File: src/rtl/launch_pkg.sv
package launch_pkg;
    typedef enum logic {
        ST_IDLE = 1'b0,
        ST_BUSY = 1'b1
    } lstate_t;

    localparam int MODE_W    = 4;
    localparam int AM_TXT_WR = 0;
    localparam int AM_TXT_RD = 1;
    localparam int AM_BUF_WR = 2;
    localparam int AM_BUF_1X = 3;

    localparam int GATE_W    = 2;
    localparam int GM_NOW    = 0;
    localparam int GM_LATE   = 1;
endpackage

File: src/rtl/launch_gate.sv
module launch_gate
    import launch_pkg::*;
(
    input  logic              clk,
    input  logic              rst_n,
    input  logic              cha_done,
    input  logic [GATE_W-1:0] gate_mode,
    input  logic              start,
    output logic              gated
);
    // Remembers that a launch consumed channel-A data while the flag is up.
    logic seen_q;

    always_ff @(posedge clk) begin
        if (!rst_n) begin
            seen_q <= 1'b0;
        end else if (!cha_done) begin
            seen_q <= 1'b0;
        end else if (start) begin
            seen_q <= 1'b1;
        end
    end

    assign gated = cha_done & (gate_mode[GM_NOW] | (gate_mode[GM_LATE] & seen_q));
endmodule

File: src/rtl/launch_bufsched.sv
module launch_bufsched
    import launch_pkg::*;
#(
    parameter int SRC_W = 2
) (
    input  logic              clk,
    input  logic              rst_n,
    input  logic              buf3_wr,
    input  logic              cfg_wr,
    input  logic [MODE_W-1:0] auto_mode,
    input  logic              ctr_on,
    input  logic              gated,
    input  logic [SRC_W-1:0]  src_sel,
    input  logic              take,
    input  logic              abort,
    output logic              pend,
    output logic [SRC_W-1:0]  pend_src,
    output logic              buf_full
);
    logic             pend_q;
    logic [SRC_W-1:0] psrc_q;
    logic             armed_q;
    logic             rule_ok;
    logic             sched;

    assign rule_ok = (auto_mode[AM_BUF_WR] & ~ctr_on) | (auto_mode[AM_BUF_1X] & armed_q);
    assign sched   = buf3_wr & rule_ok & ~pend_q & ~gated & ~abort & (src_sel != '0);

    always_ff @(posedge clk) begin
        if (!rst_n) begin
            pend_q <= 1'b0;
            psrc_q <= '0;
        end else if (abort || take) begin
            pend_q <= 1'b0;
        end else if (sched) begin
            pend_q <= 1'b1;
            psrc_q <= src_sel;
        end
    end

    always_ff @(posedge clk) begin
        if (!rst_n) begin
            armed_q <= 1'b0;
        end else if (cfg_wr && auto_mode[AM_BUF_1X]) begin
            armed_q <= 1'b1;
        end else if (sched && auto_mode[AM_BUF_1X]) begin
            armed_q <= 1'b0;
        end
    end

    assign pend     = pend_q;
    assign pend_src = psrc_q;
    assign buf_full = pend_q & auto_mode[AM_BUF_WR];
endmodule

File: src/rtl/launch_fsm.sv
module launch_fsm
    import launch_pkg::*;
#(
    parameter int SRC_W = 2
) (
    input  logic             clk,
    input  logic             rst_n,
    input  logic             man_req,
    input  logic [SRC_W-1:0] man_src,
    input  logic             pend_req,
    input  logic [SRC_W-1:0] pend_src,
    input  logic             auto_req,
    input  logic [SRC_W-1:0] auto_src,
    input  logic             eng_done,
    input  logic             abort,
    output logic             start,
    output logic [SRC_W-1:0] start_src,
    output logic             take_pend,
    output logic             busy
);
    lstate_t state_q;
    lstate_t state_d;
    logic    grant;

    assign grant = (state_q == ST_IDLE) & ~abort & (man_req | pend_req | auto_req);

    always_ff @(posedge clk) begin
        if (!rst_n) begin
            state_q <= ST_IDLE;
        end else begin
            state_q <= state_d;
        end
    end

    always_comb begin
        state_d = state_q;
        unique case (state_q)
            ST_IDLE: if (grant) state_d = ST_BUSY;
            ST_BUSY: if (abort || eng_done) state_d = ST_IDLE;
            default: state_d = ST_IDLE;
        endcase
    end

    always_comb begin
        start     = 1'b0;
        start_src = '0;
        take_pend = 1'b0;
        unique case (state_q)
            ST_IDLE: begin
                if (grant) begin
                    start = 1'b1;
                    if (man_req) begin
                        start_src = man_src;
                    end else if (pend_req) begin
                        start_src = pend_src;
                        take_pend = 1'b1;
                    end else begin
                        start_src = auto_src;
                    end
                end
            end
            ST_BUSY: begin
                start = 1'b0;
            end
            default: begin
                start = 1'b0;
            end
        endcase
    end

    assign busy = (state_q == ST_BUSY);
endmodule

File: src/rtl/cipher_launch_ctl.sv
module cipher_launch_ctl
    import launch_pkg::*;
#(
    parameter int SRC_W = 2
) (
    input  logic              clk,
    input  logic              rst_n,
    input  logic              man_wr,
    input  logic [SRC_W-1:0]  man_op,
    input  logic              cfg_wr,
    input  logic [MODE_W-1:0] auto_mode,
    input  logic [SRC_W-1:0]  src_sel,
    input  logic              ctr_on,
    input  logic              txt3_wr,
    input  logic              txt3_rd,
    input  logic              buf3_wr,
    input  logic [GATE_W-1:0] gate_mode,
    input  logic              cha_done,
    input  logic              abort,
    input  logic              eng_done,
    output logic              start,
    output logic [SRC_W-1:0]  start_src,
    output logic              busy,
    output logic              buf_full
);
    logic             gated;
    logic             man_req;
    logic             auto_req;
    logic             pend_w;
    logic [SRC_W-1:0] pend_src_w;
    logic             take_w;

    assign man_req  = man_wr & (man_op != '0);
    assign auto_req = ((txt3_wr & auto_mode[AM_TXT_WR]) | (txt3_rd & auto_mode[AM_TXT_RD]))
                      & ~gated & (src_sel != '0);

    launch_gate u_gate (
        .clk       (clk),
        .rst_n     (rst_n),
        .cha_done  (cha_done),
        .gate_mode (gate_mode),
        .start     (start),
        .gated     (gated)
    );

    launch_bufsched #(.SRC_W(SRC_W)) u_bufs (
        .clk       (clk),
        .rst_n     (rst_n),
        .buf3_wr   (buf3_wr),
        .cfg_wr    (cfg_wr),
        .auto_mode (auto_mode),
        .ctr_on    (ctr_on),
        .gated     (gated),
        .src_sel   (src_sel),
        .take      (take_w),
        .abort     (abort),
        .pend      (pend_w),
        .pend_src  (pend_src_w),
        .buf_full  (buf_full)
    );

    launch_fsm #(.SRC_W(SRC_W)) u_fsm (
        .clk       (clk),
        .rst_n     (rst_n),
        .man_req   (man_req),
        .man_src   (man_op),
        .pend_req  (pend_w),
        .pend_src  (pend_src_w),
        .auto_req  (auto_req),
        .auto_src  (src_sel),
        .eng_done  (eng_done),
        .abort     (abort),
        .start     (start),
        .start_src (start_src),
        .take_pend (take_w),
        .busy      (busy)
    );
endmodule

File: config.mk
export PLATFORM = sky130hd
export DESIGN_NAME = cipher_launch_ctl
export DESIGN_NICKNAME = d
export VERILOG_FILES = /design/src/rtl/launch_pkg.sv /design/src/rtl/launch_gate.sv /design/src/rtl/launch_bufsched.sv /design/src/rtl/launch_fsm.sv /design/src/rtl/cipher_launch_ctl.sv
export SDC_FILE = /design/constraint.sdc
export NUM_CORES = 1
export LEC_CHECK = 0
export ABC_AREA = 1
export BUFFER_PORTS_ARGS = -buffer_cell sky130_fd_sc_hd__buf_2
export CORE_AREA = 2 2 39 41
export DETAILED_ROUTE_END_ITERATION = 8
export DIE_AREA = 0 0 41 43
export SKIP_CTS_REPAIR_TIMING = 1
export SYNTH_ARGS = -nofsm -noshare
export SYNTH_HDL_FRONTEND = slang
export SYNTH_SLANG_ARGS = --single-unit
File: constraint.sdc
create_clock -name clk -period 1.64 [get_ports clk]
set_clock_uncertainty 0.05 [all_clocks]
set_input_delay 0.082 -clock clk [delete_from_list [all_inputs] [get_ports clk]]
set_output_delay 0.082 -clock clk [all_outputs]
set_load 0.05 [all_outputs]
* Word level (Yosys, flattened, before mapping)
Cells that the tools add are included.
** Storage, ports and cells
- Input port bits :: 21
- Register bits :: 6
- Output and inout bits :: 5
** Cells by class
- Muxes and demuxes :: 14
- Bitwise logic cells :: 29
- Reductions and logical operators :: 10
** Operators with widths (count)
- $and A1 B1 Y1 :: 17
- $mux W1 :: 8
- $mux W2 :: 4
- $not A1 Y1 :: 7
- $reduce_bool A2 Y1 :: 3
- $or A1 B1 Y1 :: 5
- $pmux W1 S2 :: 2
- $reduce_and A2 Y1 :: 2
- $logic_and A1 B1 Y1 :: 2
- $logic_or A1 B1 Y1 :: 2
- $reduce_or A2 Y1 :: 1

* Depth between registers and ports, before layout
Gate-level depths: netlist of the first run.
- Depth in word-level cells :: 13
- Depth in mapped cells :: 9
- Gate-level depth less buffers :: 9

* Hierarchy
From an unflattened synthesis of the first run, not the netlist that was laid out.
** Second synthesis, totals
- Cells, all modules :: 85
- Area, all modules :: 471.7 sq um
** By module, submodules not included
- launch_bufsched :: seq. area each 80.1 sq um, area an instance 260.2 sq um, cells an instance 43, times used 1
- launch_fsm :: seq. area each 20.0 sq um, area an instance 125.1 sq um, cells an instance 26, times used 1
- launch_gate :: seq. area each 20.0 sq um, area an instance 51.3 sq um, cells an instance 8, times used 1
- cipher_launch_ctl :: seq. area each 0.0 sq um, area an instance 35.0 sq um, cells an instance 8, times used 1

* Least setup slack after synthesis of the first run
Ideal clock, no wire load.
- Path kind :: register -> output
- From :: register u_fsm.state_q, in the netlist u_fsm.busy
- To :: output start_src[0]
- Setup slack :: -57 ps
- Cell stages (with the launch flop) :: 4
- Data arrival time :: 1565 ps
- Cells stage by stage :: dfxtp_1 > nor2_1 > nand2_4 > a21oi_1
** On the way
- Word-level cells in the longest chain between the ends :: 5
** Ends and longest elaborated chain
- from (decl) :: line launch_fsm.sv:21 : lstate_t state_q;
- from (signal assigned) :: line launch_fsm.sv:31 : state_q <= state_d;
- $not A1 Y1 :: line launch_fsm.sv:25 : assign grant = (state_q == ST_IDLE) & ~abort & (man_req | pend_req | auto_req);
- $and A1 B1 Y1 (2 in series) :: line launch_fsm.sv:25
- $mux W2 :: line launch_fsm.sv:50 : if (grant) begin
- $mux W2 (*) :: line launch_fsm.sv:48 : unique case (state_q)
- to (decl) :: line cipher_launch_ctl.sv:22 : output logic [SRC_W-1:0] start_src,
Every way passes the cells marked *; elsewhere a longest branch is shown, timed or not.

* Worst setup path after layout of the first run
- From :: register u_bufs.pend_q, in the netlist u_bufs.pend
- To :: output start_src[0]
** On the way
- Word-level cells in the longest chain between the ends :: 5
** Ends and longest elaborated chain
- from (decl) :: line launch_bufsched.sv:20 : logic pend_q;
- from (signal assigned) :: line launch_bufsched.sv:31 : pend_q <= 1'b0;
- from (signal assigned) :: line launch_bufsched.sv:34 : pend_q <= 1'b0;
- from (signal assigned) :: line launch_bufsched.sv:36 : pend_q <= 1'b1;
- $or A1 B1 Y1 (2 in series) :: line launch_fsm.sv:25
- $and A1 B1 Y1 :: line launch_fsm.sv:25
- $mux W2 (*) :: line launch_fsm.sv:50
- $mux W2 (*) :: line launch_fsm.sv:48
Marks and branches as above.

==> metrics.md, run 1 <==
| Metric | Value |
|---|---|
| Syn avg cell area | 6.30 µm² |
| CTS max path bufs | 2 |
| CTS HTree Levels | 1 |
| Rows | 14 |
| Cell count after synthesis | 64 |
| Pwr dens | 710 nW/µm² |
| Fin crit period | 1.46 ns |
| Core box area | 1380 µm² |
| Reg-to-Reg End | u_gate.seen_q$_SDFFE_PN0P_ |
| Part of the power in the clock network | 0.328 |
| DP Worst Slack | 0.437 ns |
| DR WL/cell | 8.95 µm |
| Total power | 0.405 mW |
| Overall routing resource usage | 0.132 |
| Worst Hold Path EP | u_gate.seen_q$_SDFFE_PN0P_ |
| RSZ-0062 raised after global routing | false |
| Reg2Reg Setup Slack | 0.55 ns |
| Comb power frac | 0.285 |
| CP Class | flip-flop to output port |
| Mapped Area | 403 µm² |
| Clock Sinks | 6 |
| Finished Cell Area | 571 µm² |
| Worst min path class | primary input to flip-flop |
| Slew @ Worst Pin | 0.240 ns |
| Iter 0 DRT Violations | 12 |
| Synth unique cells | 15 |
| NumNets Final | 115 |
| Post-DP HPWL | 862 µm |
| WP data arrival | 1.33 ns |
| GP Congestion | 0.722 |
| Layout cells sized above 1 | 0.424 |
| Fillers | 159 |
| Final core area utilization | 0.412 |
| Synth warnings | 0 |
| Largest net degree at the start of global routing | 7 |
| Number of I/O port buffers | 25 |
| Drt total wl | 967 µm |
| Internal power | 0.277 mW |
| Vias per cell | 4.60 |
| Sequential power share | 0.387 |
| Total grt overflow | 0 |
| First-pass GRT wire length | 1.52 mm |
| Initial Util | 0.291 |
| Status | completed |
| CP max FO | 6 |
| Antenna violations before repair | 0 |
| Count of final setup violators | 0 |
| Max Fclk | 686 MHz |
| FF+latch count, synth | 6 |
| Die area | 1760 µm² |
| Most common cell after layout, fill and taps aside | buf_2 |
| Placed cells | 105 |
| Syn nets | 85 |
| MaxCap Viol Count | 0 |
| CTS tree | built |
| DR pass1 iterations | 2 |
| Slew headroom | 0.840 |
| Sw Ratio | 0.316 |
| Worst EP required | 1.51 ns |
| Cts bufs inserted | 3 |
| Clk_lat worst skew | 0.24 ns |
| Max-slew violations | 0 |
| Root buffer cell | clkbuf_4 |
| Startpoint Class | flip-flop |
| RR Startpoint | u_bufs.pend$_SDFFE_PP0P_ |
| I/O pin count | 26 |
| Hold Path Origin | cha_done |
| Register area share after synthesis | 0.298 |
| Post-route ant nets | 0 |
| Setup TNS | 0 ns |
| R2r worst-path depth | 6 |
| Final Hold Viols | 0 |
| Period utilization | 0.889 |
| Worst VDD drop | 0.000286 V |
| Vias | 497 |
| Non-filler cells, final | 108 |
| Number of global-route vias before repair | 430 |
| Final worst slack | 0.181 ns |
| Hold Crit Depth | 3 |
| Leak pwr | 0.313 nW |
| DRC Markers | 0 |
| Placed Area | 548 µm² |
| Antenna fix cells | 0 |
| Crit end category | output port |
| Most frequent cells in the layout | buf_2, nand2_1, a21oi_1, inv_1, dfxtp_1 |
| Die Y-Extent | 43 µm |
| Fin Hold WS | 0.0340 ns |
| Die X | 41 µm |
| Layout area overhead | 41.6% |
| Clock Pin Slew Worst Setup and Hold Paths | 0.04 ns |
| Sw power | 0.128 mW |
==> power by group through the flow <==
stage          sequential [mW]  clock [mW]  combinational, mW
3_3_place_gp             0.159           0              0.115
6_report                 0.157       0.133              0.115
3_5_place_dp             0.159           0              0.116
5_1_grt                  0.156       0.148              0.127
4_1_cts                  0.156       0.140              0.117
2_1_floorplan            0.165           0             0.0684
==> registers in the layout, indices dropped and copies added (netlist names) <==
signal,cells
u_bufs.pend_src,2
u_bufs.armed_q,1
u_bufs.pend,1
u_gate.seen_q,1
u_fsm.busy,1
==> logic make-up after synthesis <==
family / after synthesis / synth area share
flip-flops: 6 / 0.298
AND/OR/NAND/NOR: 37 / 0.450
buffers and inverters: 10 / 0.0932
AO/OA/AOI/OAI: 11 / 0.158
==> how the worst max path moves through the flow <==
stage | start | to | depth (start not counted)
2_1_floorplan | u_fsm.busy$_SDFF_PN0_ | start_src[0] | 3
3_3_place_gp | u_bufs.pend$_SDFFE_PP0P_ | start_src[0] | 4
3_5_place_dp | u_bufs.pend$_SDFFE_PP0P_ | start_src[0] | 4
4_1_cts | u_bufs.pend$_SDFFE_PP0P_ | start_src[0] | 4
5_1_grt | u_bufs.pend$_SDFFE_PP0P_ | start_src[0] | 4
6_report | u_bufs.pend$_SDFFE_PP0P_ | start_src[0] | 4
==> worst max-delay path, cell delays in order (launching register included) <==
cell and delay [ns]:
dfxtp_1 0.37, nor3_4 0.25, nand2_1 0.07, a21oi_1 0.12
buf_2 0.27
==> area by class of cell <==
type	instances	area, µm²	area share
timing repair buffer	25	125	0.219
multi-input combinational	48	245	0.430
tap	16	20.0	0.0351
inverter	10	37.5	0.0658
sequential	6	120	0.211
clock buffer	3	22.5	0.0395
==> synth_stat cells <==
cell type | n | area share
nor2_1 | 5 | 0.047
a31oi_1 | 2 | 0.031
o211ai_1 | 1 | 0.019
nand2_4 | 1 | 0.028
a21oi_2 | 1 | 0.022
inv_2 | 3 | 0.028
a21oi_1 | 7 | 0.087
nand3_1 | 4 | 0.050
nand2_2 | 3 | 0.047
nor2_4 | 1 | 0.028
nand2_1 | 21 | 0.20
nor2_2 | 1 | 0.016
nor3_4 | 1 | 0.040
dfxtp_1 | 6 | 0.30
inv_1 | 7 | 0.065
==> routing by layer <==
metal | GRT usage | vias to the layer above | wire length [µm]
met5 | 0 | - | 0
met4 | 0.120 | 0 | 32
met3 | 0.0157 | 5 | 59
met2 | 0.206 | 13 | 486
met1 | 0.142 | 217 | 388
li1 | - | 262 | -
Note: power is estimated with default switching activity, not from simulation.
==> run 2: changes to the inputs <==
- RECOVER_POWER: unset -> 100
==> run 2 against run 1 <==
Sequential power is essentially flat. Utilization shrank 0.90 points. Setup slack got worse by 0.047 ns. Cell count stayed put. Sequential share of layout area increased by 0.47 points. Wire length grew 0.31%. First-iteration DRC count up 8.3%.
==> metrics.md, run 2 (synthesized netlist as in run 1, its figures left out) <==
| Metric | Value |
|---|---|
| Status | completed |
| Number of I/O port buffers | 25 (unchanged) |
| Max reg flops | 2 (unchanged) |
| Crit end category | output port |
| Most frequent cells in the layout | nand2_1, buf_2, a21oi_1, inv_1 |
| Drt total wl | 970 µm (+0.31%) |
| Worst VDD drop | 0.000285 V (-0.16%) |
| Vias | 492 (-1.0%) |
| CP Class | flip-flop to output port |
| Slowest CP cell | dfxtp_1 |
| Vias per cell | 4.56 (-1.0%) |
| Overall routing resource usage | 0.132 (unchanged) |
| DP Worst Slack | 0.437 ns (unchanged) |
| RSZ-0062 raised after global routing | false |
| CP max FO | 6 (unchanged) |
| CP Buf/Inv Count | 1 (unchanged) |
| DRC Markers | 0 (unchanged) |
| Largest net degree at the start of global routing | 7 (unchanged) |
| Core box area | 1380 µm² (unchanged) |
| Post-route ant nets | 0 (unchanged) |
| Die Y-Extent | 43 µm (unchanged) |
| Clock Pin Slew Worst Setup and Hold Paths | 0.04 ns (about the same) |
| Root buffer cell | clkbuf_4 |
| MaxCap Viol Count | 0 (unchanged) |
| Placed Area | 548 µm² (unchanged) |
| Most common cell after layout, fill and taps aside | nand2_1 |
| First-pass GRT wire length | 1.52 mm (unchanged) |
| Max Fclk | 664 MHz (-3.1%) |
| Period utilization | 0.918 (+0.0284) |
| Layout cells sized above 1 | 0.380 (-0.0435) |
| Pwr dens | 720 nW/µm² (+1.4%) |
| Slew headroom | 0.607 (-0.233) |
| Total grt overflow | 0 (unchanged) |
| Fin crit period | 1.51 ns (+0.0466 ns) |
| Startpoint Class | flip-flop |
| Final Hold Viols | 0 (unchanged) |
| DR WL/cell | 8.98 µm (+0.31%) |
| DR pass1 iterations | 4 (+2) |
| Finished Cell Area | 558 µm² (-2.2%) |
| Worst path cell trace | nor3_4, nand2_1, nand2_4, a21oi_1, clkbuf_2 |
| Clock Sinks | 6 (unchanged) |
| Post-DP HPWL | 862 µm (unchanged) |
| CP top delay family | flip-flops |
| Cts bufs inserted | 3 (unchanged) |
| WP data arrival | 1.37 ns (+0.04 ns) |
| GP Congestion | 0.722 (unchanged) |
| Die area | 1760 µm² (unchanged) |
| Max-slew violations | 0 (unchanged) |
| Layout area overhead | 38.5% |
| CP max stage delay | 0.45 ns (+0.08 ns) |
| Setup TNS | 0 ns (unchanged) |
| Number of global-route vias before repair | 430 (unchanged) |
| Die X | 41 µm (unchanged) |
| Antenna fix cells | 0 (unchanged) |
| Final worst slack | 0.135 ns (-0.0466 ns) |
| Initial Util | 0.291 (unchanged) |
| Clk_lat worst skew | 0.24 ns (about the same) |
| Worst min path class | primary input to flip-flop |
| CTS max path bufs | 2 (unchanged) |
| Leak pwr | 0.303 nW (-3.3%) |
| Slew @ Worst Pin | 0.591 ns (+0.352 ns) |
| Rows | 14 (unchanged) |
| Antenna violations before repair | 0 (unchanged) |
| CTS HTree Levels | 1 (unchanged) |
| Count of final setup violators | 0 (unchanged) |
| Worst EP required | 1.51 ns (about the same) |
| NumNets Final | 115 (unchanged) |
| Iter 0 DRT Violations | 13 (+1) |
| CTS tree | built |
| I/O pin count | 26 (unchanged) |
run 2: changes by cell type in the layout (fill, tap and decap cells not counted), sizes merged:
cell,previous run,this run
clkbuf,3,8
buf,25,20
run 2: final cells by class:
cell class	instances	area, µm²
Sequential cell	6	120
Fill cell	161	826
Tap cell	16	20.0
Multi-Input combinational cell	48	235
Inverter	10	37.5
Timing Repair Buffer	25	123
Clock buffer	3	22.5
run 2: through the flow:
| stage | util | instances | hold slack, ns | total power, mW |
|---|---|---|---|---|
| after floorplan | - | 64 | 0.151 | 0.233 |
| after global placement | 0.396 | 105 | 0.274 | 0.274 |
| after detailed placement | 0.396 | 105 | 0.286 | 0.275 |
| after CTS | 0.412 | 108 | 0.0300 | 0.413 |
| after global routing | 0.403 | 108 | 0.0444 | 0.428 |
| final | 0.403 | 108 | 0.0338 | 0.402 |
run 2: path summary, 6_finish.rpt:
check | startpoint | endpoint | slack, ns | cells past startpoint
worst max-delay path | u_bufs.pend$_SDFFE_PP0P_ | start_src[1] | 0.13 | 5
worst min-delay path | cha_done | u_gate.seen_q$_SDFFE_PN0P_ | 0.03 | 3
worst max register to register | u_gate.seen_q$_SDFFE_PN0P_ | u_bufs.pend_src[1]$_SDFFE_PN0P_ | 0.47 | 8
worst min register to register | u_bufs.armed_q$_SDFFE_PN0P_ | u_bufs.armed_q$_SDFFE_PN0P_ | 0.41 | 2
run 2: where the power goes:
group	switching, mW	total (mW)	internal (mW)
sequential	0.00421	0.157	0.152
combinational	0.0717	0.112	0.0403
clock	0.0503	0.133	0.0826
total	0.126	0.402	0.275
run 2: tightest hold or removal path: cells and delay by family:
family,cells,cell delay (ns)
simple gates,2,0.09
buf+inv,1,0.11
run 2: layer usage:
layer / vias up / GRT usage / share of wire
met1: 212 / 0.142 / 0.40
met5: - / 0 / 0
li1: 262 / - / -
met2: 13 / 0.206 / 0.50
met4: 0 / 0.120 / 0.033
met3: 5 / 0.0157 / 0.062
